--- src/rtl/cart_map_pkg.sv ---
package cart_map_pkg;

   localparam logic [15:0] ADDR_PRG0  = 16'h8000;
   localparam logic [15:0] ADDR_PRG1  = 16'h8001;
   localparam logic [15:0] ADDR_CHR01 = 16'h8002;
   localparam logic [15:0] ADDR_CHR23 = 16'h8003;
   localparam logic [15:0] ADDR_CHR4  = 16'hA000;
   localparam logic [15:0] ADDR_MIRR  = 16'hE000;

   localparam int NUM_PRG_WIN = 4;
   localparam int NUM_CHR_WIN = 8;
   localparam int NUM_CHR_HI  = 4;

   // one strobe per writable target, at most one set per cycle
   typedef struct packed {
      logic                  prg0;
      logic                  prg1;
      logic                  chr01;
      logic                  chr23;
      logic [NUM_CHR_HI-1:0] chr_hi;
      logic                  mirr;
   } wr_hit_t;

endpackage

--- src/rtl/cart_map_decode.sv ---
module cart_map_decode
   import cart_map_pkg::*;
(
   input  logic        wr_en,
   input  logic [15:0] addr,
   output wr_hit_t     hit
);

   always_comb begin
      hit = '0;
      if (wr_en) begin
         hit.prg0  = (addr == ADDR_PRG0);
         hit.prg1  = (addr == ADDR_PRG1);
         hit.chr01 = (addr == ADDR_CHR01);
         hit.chr23 = (addr == ADDR_CHR23);
         hit.mirr  = (addr == ADDR_MIRR);
         for (int k = 0; k < NUM_CHR_HI; k++) begin
            hit.chr_hi[k] = (addr == (ADDR_CHR4 + 16'(k)));
         end
      end
   end

   // exact match decode never selects two targets
   always_comb begin
      assert_single_hit_R9: assert ($onehot0(hit));
   end

endmodule

--- src/rtl/cart_map_page_wrap.sv ---
module cart_map_page_wrap #(
   parameter int PAGES = 16,
   localparam int W = (PAGES > 1) ? $clog2(PAGES) : 1
) (
   input  logic [8:0]   raw,
   output logic [W-1:0] page
);

   localparam bit IS_POW2 = ((PAGES & (PAGES - 1)) == 0);

   generate
      if (IS_POW2) begin : g_mask
         assign page = W'(raw & 9'(PAGES - 1));
      end else begin : g_mod
         assign page = W'(raw % 9'(PAGES));
      end
   endgenerate

endmodule

--- src/rtl/cart_map_bank_regs.sv ---
module cart_map_bank_regs
   import cart_map_pkg::*;
#(
   parameter int PRG_PAGES = 16,
   parameter int CHR_PAGES = 128,
   localparam int PRG_W = $clog2(PRG_PAGES),
   localparam int CHR_W = (CHR_PAGES > 1) ? $clog2(CHR_PAGES) : 1
) (
   input  logic                              clk,
   input  logic                              rst_n,
   input  wr_hit_t                           hit,
   input  logic [7:0]                        wdata,
   output logic [1:0][PRG_W-1:0]             prg_bank,
   output logic [NUM_CHR_WIN-1:0][CHR_W-1:0] chr_bank,
   output logic                              mirror_sel
);

   localparam logic [PRG_W-1:0] PRG_RST1 = PRG_W'(1 % PRG_PAGES);

   logic [PRG_W-1:0] prg_wrapped;
   logic [CHR_W-1:0] chr_even;
   logic [CHR_W-1:0] chr_odd;
   logic             lock_q;

   cart_map_page_wrap #(.PAGES(PRG_PAGES)) u_wrap_prg (
      .raw  ({1'b0, wdata}),
      .page (prg_wrapped)
   );

   cart_map_page_wrap #(.PAGES(CHR_PAGES)) u_wrap_even (
      .raw  ({wdata, 1'b0}),
      .page (chr_even)
   );

   cart_map_page_wrap #(.PAGES(CHR_PAGES)) u_wrap_odd (
      .raw  ({wdata, 1'b1}),
      .page (chr_odd)
   );

   // program banks for the two switchable windows
   always_ff @(posedge clk or negedge rst_n) begin
      if (!rst_n) begin
         prg_bank[0] <= '0;
         prg_bank[1] <= PRG_RST1;
      end else begin
         if (hit.prg0) prg_bank[0] <= prg_wrapped;
         if (hit.prg1) prg_bank[1] <= prg_wrapped;
      end
   end

   // character banks: windows 0..3 are loaded in pairs, 4..7 one each
   generate
      for (genvar i = 0; i < NUM_CHR_WIN; i++) begin : g_chr
         localparam logic [CHR_W-1:0] RST_PAGE = CHR_W'(i % CHR_PAGES);
         logic             load;
         logic [CHR_W-1:0] next;
         if (i < 2) begin : g_pair_lo
            assign load = hit.chr01;
            assign next = (i % 2 == 1) ? chr_odd : chr_even;
         end else if (i < 4) begin : g_pair_hi
            assign load = hit.chr23;
            assign next = (i % 2 == 1) ? chr_odd : chr_even;
         end else begin : g_single
            assign load = hit.chr_hi[i-4];
            assign next = chr_even;
         end
         always_ff @(posedge clk or negedge rst_n) begin
            if (!rst_n)    chr_bank[i] <= RST_PAGE;
            else if (load) chr_bank[i] <= next;
         end
      end
   endgenerate

   // mirroring: follows the first program bank write until locked
   always_ff @(posedge clk or negedge rst_n) begin
      if (!rst_n) begin
         mirror_sel <= 1'b0;
         lock_q     <= 1'b0;
      end else if (hit.mirr) begin
         mirror_sel <= wdata[6];
         lock_q     <= 1'b1;
      end else if (hit.prg0 && !lock_q) begin
         mirror_sel <= wdata[6];
      end
   end

   assert_lock_sticky_R8: assert property (@(posedge clk) disable iff (!rst_n)
      lock_q |=> lock_q);

   assert_lock_hold_R8: assert property (@(posedge clk) disable iff (!rst_n)
      (lock_q && !hit.mirr) |=> $stable(mirror_sel));

   assert_early_follow_R7: assert property (@(posedge clk) disable iff (!rst_n)
      (hit.prg0 && !lock_q) |=> (mirror_sel == $past(wdata[6])));

   assert_ignore_R9: assert property (@(posedge clk) disable iff (!rst_n)
      (hit == '0) |=> ($stable(prg_bank) && $stable(chr_bank) && $stable(mirror_sel)));

   assert_prg_wrap_R2: assert property (@(posedge clk) disable iff (!rst_n)
      hit.prg0 |=> ({1'b0, prg_bank[0]} < (PRG_W+1)'(PRG_PAGES)));

endmodule

--- src/rtl/cart_map_prg_xlate.sv ---
module cart_map_prg_xlate #(
   parameter int PRG_PAGES = 16,
   localparam int PRG_W = $clog2(PRG_PAGES)
) (
   input  logic [1:0][PRG_W-1:0] prg_bank,
   input  logic [14:0]           cpu_addr,
   output logic [PRG_W+12:0]     prg_rom_addr
);

   localparam logic [PRG_W-1:0] PAGE_LAST = PRG_W'(PRG_PAGES - 1);
   localparam logic [PRG_W-1:0] PAGE_PREV = PRG_W'(PRG_PAGES - 2);

   logic [PRG_W-1:0] page;

   always_comb begin
      unique case (cpu_addr[14:13])
         2'b00:   page = prg_bank[0];
         2'b01:   page = prg_bank[1];
         2'b10:   page = PAGE_PREV;
         default: page = PAGE_LAST;
      endcase
   end

   assign prg_rom_addr = {page, cpu_addr[12:0]};

   // the top window reaches the last program page
   always_comb begin
      if (cpu_addr[14:13] == 2'b11) begin
         assert_fixed_top_R4: assert (prg_rom_addr[PRG_W+12:13] == PAGE_LAST);
      end
   end

endmodule

--- src/rtl/cart_map_chr_xlate.sv ---
module cart_map_chr_xlate
   import cart_map_pkg::*;
#(
   parameter int CHR_PAGES = 128,
   localparam int CHR_W = (CHR_PAGES > 1) ? $clog2(CHR_PAGES) : 1
) (
   input  logic [NUM_CHR_WIN-1:0][CHR_W-1:0] chr_bank,
   input  logic [12:0]                       ppu_addr,
   output logic [CHR_W+9:0]                  chr_rom_addr
);

   logic [CHR_W-1:0] page;

   assign page         = chr_bank[ppu_addr[12:10]];
   assign chr_rom_addr = {page, ppu_addr[9:0]};

endmodule

--- src/rtl/cart_bank_mapper.sv ---
module cart_bank_mapper
   import cart_map_pkg::*;
#(
   parameter int PRG_PAGES = 16,
   parameter int CHR_PAGES = 128,
   localparam int PRG_W = $clog2(PRG_PAGES),
   localparam int CHR_W = (CHR_PAGES > 1) ? $clog2(CHR_PAGES) : 1
) (
   input  logic                 clk,
   input  logic                 rst_n,
   input  logic                 cpu_wr,
   input  logic [15:0]          cpu_addr,
   input  logic [7:0]           cpu_data,
   input  logic [12:0]          ppu_addr,
   output logic [PRG_W+12:0]    prg_rom_addr,
   output logic [CHR_W+9:0]     chr_rom_addr,
   output logic                 mirror_sel
);

   generate
      if (PRG_PAGES < 2 || PRG_PAGES > 256) begin : g_bad_prg
         $error("PRG_PAGES must lie in 2..256");
      end
      if (CHR_PAGES < 1 || CHR_PAGES > 512) begin : g_bad_chr
         $error("CHR_PAGES must lie in 1..512");
      end
   endgenerate

   wr_hit_t                           hit;
   logic [1:0][PRG_W-1:0]             prg_bank;
   logic [NUM_CHR_WIN-1:0][CHR_W-1:0] chr_bank;

   cart_map_decode u_decode (
      .wr_en (cpu_wr),
      .addr  (cpu_addr),
      .hit   (hit)
   );

   cart_map_bank_regs #(
      .PRG_PAGES (PRG_PAGES),
      .CHR_PAGES (CHR_PAGES)
   ) u_regs (
      .clk        (clk),
      .rst_n      (rst_n),
      .hit        (hit),
      .wdata      (cpu_data),
      .prg_bank   (prg_bank),
      .chr_bank   (chr_bank),
      .mirror_sel (mirror_sel)
   );

   cart_map_prg_xlate #(.PRG_PAGES(PRG_PAGES)) u_prg (
      .prg_bank     (prg_bank),
      .cpu_addr     (cpu_addr[14:0]),
      .prg_rom_addr (prg_rom_addr)
   );

   cart_map_chr_xlate #(.CHR_PAGES(CHR_PAGES)) u_chr (
      .chr_bank     (chr_bank),
      .ppu_addr     (ppu_addr),
      .chr_rom_addr (chr_rom_addr)
   );

endmodule

--- config.mk ---
export PLATFORM = sky130hd
export DESIGN_NAME = cart_bank_mapper
export DESIGN_NICKNAME = d
export VERILOG_FILES = /design/src/rtl/cart_map_pkg.sv /design/src/rtl/cart_map_decode.sv /design/src/rtl/cart_map_page_wrap.sv /design/src/rtl/cart_map_bank_regs.sv /design/src/rtl/cart_map_prg_xlate.sv /design/src/rtl/cart_map_chr_xlate.sv /design/src/rtl/cart_bank_mapper.sv
export SDC_FILE = /design/constraint.sdc
export NUM_CORES = 1
export LEC_CHECK = 0
export ABC_AREA = 1
export BUFFER_PORTS_ARGS = -buffer_cell sky130_fd_sc_hd__clkbuf_2
export CELL_PAD_IN_SITES_DETAIL_PLACEMENT = 1
export CELL_PAD_IN_SITES_GLOBAL_PLACEMENT = 2
export CORE_MARGIN = 2
export CORE_UTILIZATION = 32
export DETAILED_ROUTE_END_ITERATION = 7
export PLACE_DENSITY = 0.94
export SETUP_SLACK_MARGIN = 0.3
export SYNTH_ARGS = -nofsm -noshare
export SYNTH_HDL_FRONTEND = slang
export SYNTH_HIERARCHICAL = 1
export SYNTH_SLANG_ARGS = --single-unit
--- constraint.sdc ---
create_clock -name clk -period 1.35 [get_ports clk]
set_clock_uncertainty 0.15 [all_clocks]
set_input_delay 0.0675 -clock clk [delete_from_list [all_inputs] [get_ports clk]]
set_output_delay 0.0675 -clock clk [all_outputs]
set_load 0.05 [all_outputs]
Yosys cells after proc, flatten, opt, wreduce, memory -nomap -nowiden
Index checks and enable logic that the tools add are counted.

Register bits after elaboration: 48. Input bits: 40. Output and inout bits: 35. Word-level logic and storage cells: 32.

$lt $le $gt $ge: 1. Equal/unequal tests: 11. Mux-type cells: 6. Reductions and logical operators: 4.

Operator list (count): $eq A16 B16 Y1 const B (9); $bmux W7 S3 (1); $pmux W4 S3 (1); $mux W9 (1); $mux W7 (1); $lt A3 B4 Y1 const B (1); $eq A2 B1 Y1 const B (1); $eq A2 B2 Y1 const B (1); $logic_not A2 Y1 (1); $mux W1 (2); $reduce_bool A2 Y1 (1); $logic_and A1 B1 Y1 (1); $logic_not A1 Y1 (1).

Logic depth before layout (Yosys ltp)
Depth after elaboration: 5. Gate-level depth with buffers: 9. Depth with buffers taken out: 8.

Cells and area by module
The synthesis kept the hierarchy.

By module, submodules not included: cart_map_bank_regs (instances 1, cells each 279, area each 2672.6 µm², seq. area each 1667.8 µm²); cart_map_chr_xlate (instances 1, cells each 196, area each 909.6 µm², seq. area each 0.0 µm²); cart_map_prg_xlate (instances 1, cells each 36, area each 191.4 µm², seq. area each 0.0 µm²); cart_map_decode (instances 1, cells each 37, area each 183.9 µm², seq. area each 0.0 µm²); cart_map_page_wrap at u_regs.u_wrap_even ... (instances 2, cells each 7, area each 52.6 µm², seq. area each 0.0 µm²); cart_map_page_wrap at u_regs.u_wrap_prg (instances 1, cells each 4, area each 30.0 µm², seq. area each 0.0 µm²).

Worst setup path before layout
Ideal clock, no wire load.

Kind: reg2out. From: register, netlist name u_regs/chr_bank[21]. To: output port chr_rom_addr[10]. Arrival: 1.078 ns. Data required time: 1.133 ns. Path slack: 0.055 ns. Cell stages (with the launch flop): 7. Buffers on the path: 0. Cell sequence: dfstp_2 inv_1 nand2_1 nand3_1 nand2_1 nand2_1 nand2_1.

RTL lines: end: declaration (line cart_bank_mapper.sv:16) `output logic [CHR_W+9:0] chr_rom_addr,`.

Worst setup path after layout
From: register u_regs/chr_bank[50] (netlist bit). To: output port chr_rom_addr[11].

Word-level cells in the longest chain between the ends: 2.

Ends and longest elaborated chain: start: declaration (line cart_map_bank_regs.sv:14) `output logic [NUM_CHR_WIN-1:0][CHR_W-1:0] chr_bank,`; start signal: indexed assignment (line cart_map_bank_regs.sv:69) `else if (load) chr_bank[i] <= next;`; $bmux W7 S3 (line cart_map_chr_xlate.sv:14) `assign page = chr_bank[ppu_addr[12:10]];`; $mux W7 (implied by the code) (line cart_map_chr_xlate.sv:14).

Every way passes these cells. The select of a mux whose other input is x is not followed.

==> flow_summary.yaml <==
status:
  status: "finished, violations left"
  violations: "setup timing"
grt:
  grt_start_max_net_pins: 67
  use_met2_pct: 29.02
  overflow: 0
  grt_pass1_vias: 3582
  grt_use_met3_pct: 3.244
  antenna_found_initial: 0
  gr-usage-all-layers_pct: 16.52
  grt_pass1_wl_um: 17220
  busiest_layer: "met2"
  met1_usage_pct: 19.99
timing:
  grt_setup_unrepaired: "true"
  setup_viol: 8
  fin_crit_sh_pct: 123.5
  hold_slack_ns: 0.03520
  max_freq_mhz: 599.6
  hold_viol: 0
  fin_ws_ns: -0.3179
  final_max_slew_viol_count: 0
  period_needed_ns: 1.668
logic_synthesis:
  synth_top_area_cell: "dfrtp_1"
  syn_inst: 566
  synth-seq-cells: 66
  syn_area_sq_mm: 0.004093
  postSynthAreaPerCell_sq_um: 7.231
  seq_area_frac_synth_pct: 40.75
  yosysWarnings: 6
  synth_top_area_share_pct: 32.41
  syn-num-nets: 606
  synth.area.top_cells: "dfrtp_1 32%, nand2_1 15%, inv_1 12%, buf_4 8.6%, dfstp_2 8.3%"
  ys_types: 19
worst_setup_path:
  rr_startpoint: "u_regs/chr_bank[38]"
  rr_worst_depth: 4
  arrival_ns: 1.45
  reg2reg_to: "u_regs/chr_bank[38]"
  crit_type: "flop to output port"
  r2r_slack_ns: 0.35
  worstSetupStartpointType: "flop"
  cp-end-kind: "output port"
  cp_max_fo: 2
  required_ns: 1.13
drt:
  dr_total_vias: 3612
  dr.pass1.iters: 4
  routed_wl_um: 12330
  wire_per_inst_um: 15.33
  drt_iter0_markers: 90
  final_antenna_net_count: 0
  via_per_inst: 4.493
  drc: 0
cells_and_area:
  syn_to_final_growth_pct: 39.22
  drive_gt1_share_pct: 39.56
  final_cell_mix: "124 x inv_1, 114 x nand2_1, 53 x dfrtp_1, 43 x nand2_2, 31 x clkbuf_2"
  nets: 667
  num-fill-cells: 1495
  antenna_cells: 0
  final_common_cell: "inv_1"
power_and_ir_drop:
  ir_worst_vdd_mv: 0.7211
  power_mw: 5.260
  p_leak_nw: 3.379
  p_per_area_mw_per_mm2: 923.2
hold_path:
  holdPathStages: 3
  holdPathEnd: "u_regs/chr_bank[38]"
  worstHoldStart: "cpu_data[2]"
  holdCritPathClass: "primary input to flop"
clocking:
  clk_pin_slew_worst_paths_ns: 0.05
  clock_latency_ns: 0.33
  clk_path_buf_depth: 2
  clock-root-buffer: "clkbuf_16"
  cts_tree: "built"
  clkSinkCount: 66
  htreeDepth: 3
  numCtsBuffers: 9
floorplan:
  placementRows: 41
  chipHeight_um: 117.1
  io_pins: 75
  core_area_sq_mm: 0.01257
  start_util_pct: 32.56
  dieArea_sq_mm: 0.01371
  die_x_um: 117.1
placed_design:
  dp_hpwl_um: 6721
  port_buffers: 53
  place_congestion: 0.7528
job:
  cap_violations: 0
[synth_stat cells]
cell     instances
dfstp_2         13
o21ai_0         53
nand4_1          2
nor2_1          14
o21ai_2         12
nand3_1         30
nand4_2          2
nand2_2          5
buf_12           5
nor2_2          10
inv_2            4
buf_6            7
nand2_1        168
dfrtp_1         53
conb_1           2
inv_1          136
buf_2            1
buf_4           47
nand3_2          2
[per-layer routing]
metal | wire length (um) | vias up
met1 | 5036 | 1746
met2 | 6355 | 94
li1 | - | 1741
met5 | 0 | -
met3 | 528 | 31
met4 | 406 | 0
[cells by family (layout without fill, tap and decap cells)]
| family | Yosys count | in the layout | synth area share [%] |
|---|---|---|---|
| AND/OR/NAND/NOR | 233 | 233 | 24.06 |
| AO/OA/AOI/OAI | 65 | 65 | 9.049 |
| buffers and inverters | 200 | 266 | 25.96 |
| other | 2 | 2 | 0.1835 |
| flip-flops | 66 | 66 | 40.75 |
[area by class of cell]
class | instances | area [sq um] | share of cell area, %
multi-input combinational | 300 | 1782 | 31.27
sequential | 66 | 1668 | 29.27
timing repair buffer | 110 | 1194 | 20.95
inverter | 140 | 525.5 | 9.223
clock buffer | 14 | 254.0 | 4.458
tap | 172 | 215.2 | 3.777
clock inverter | 2 | 60.06 | 1.054
[repair_timing]
action                                  4_1_cts  5_1_grt
gates cloned                                  0        6
hold buffers                                 17        0
pin swaps                                    17       39
endpoints found under the hold margin       112        0
buffers inserted                              3       15
resized for setup                            19      136
endpoints found under the setup margin       13       65
[report_power, final]
part | total, mW | leakage [nW] | internal (mW) | switching, mW
Clock | 2.51 | 0.151 | 1.67 | 0.843
Combinational | 0.764 | 2.62 | 0.265 | 0.498
Sequential | 1.98 | 0.606 | 1.98 | 0.000733
Total | 5.26 | 3.38 | 3.92 | 1.34
[worst max-delay path: stages (launching register included)]
cell,delay (ns)
dfstp_2,0.52
inv_1,0.04
nand2_1,0.05
nand3_1,0.11
nand2_1,0.11
nand2_2,0.07
nand2_4,0.08
buf_12,0.13
[flip-flops by register name, summed over array words and instances, names as in the netlist]
| signal | cells |
|---|---|
| u_regs/chr_bank | 56 |
| u_regs/lock_q | 1 |
| u_regs/mirror_sel | 1 |
| u_regs/prg_bank | 8 |
[worst max path at each step]
stage          slack [ns]                start  depth (start not counted)                   to
2_1_floorplan        0.22  u_regs/chr_bank[21]                          6     chr_rom_addr[10]
3_3_place_gp         0.03         cpu_addr[13]                          6  u_regs/chr_bank[32]
3_5_place_dp        -0.04         cpu_addr[13]                          6  u_regs/chr_bank[32]
4_1_cts             -0.29  u_regs/chr_bank[15]                          7     chr_rom_addr[11]
5_1_grt             -0.38  u_regs/chr_bank[50]                          7     chr_rom_addr[11]
6_report            -0.32  u_regs/chr_bank[50]                          7     chr_rom_addr[11]
[through the flow]
step	instance area (sq um)	utilization (%)	TNS [ns]	setup slack (ns)	cells
floorplan	4249	-	0	0.2189	566
global placement	4496	35.77	0	0.03445	747
detailed placement	4496	35.77	-0.1045	-0.04398	747
CTS	5066	40.31	-1.412	-0.2913	783
global route	5698	45.34	-2.110	-0.3759	804
finish	5698	45.34	-1.448	-0.3179	804
Power figures use the tool's default switching activity.
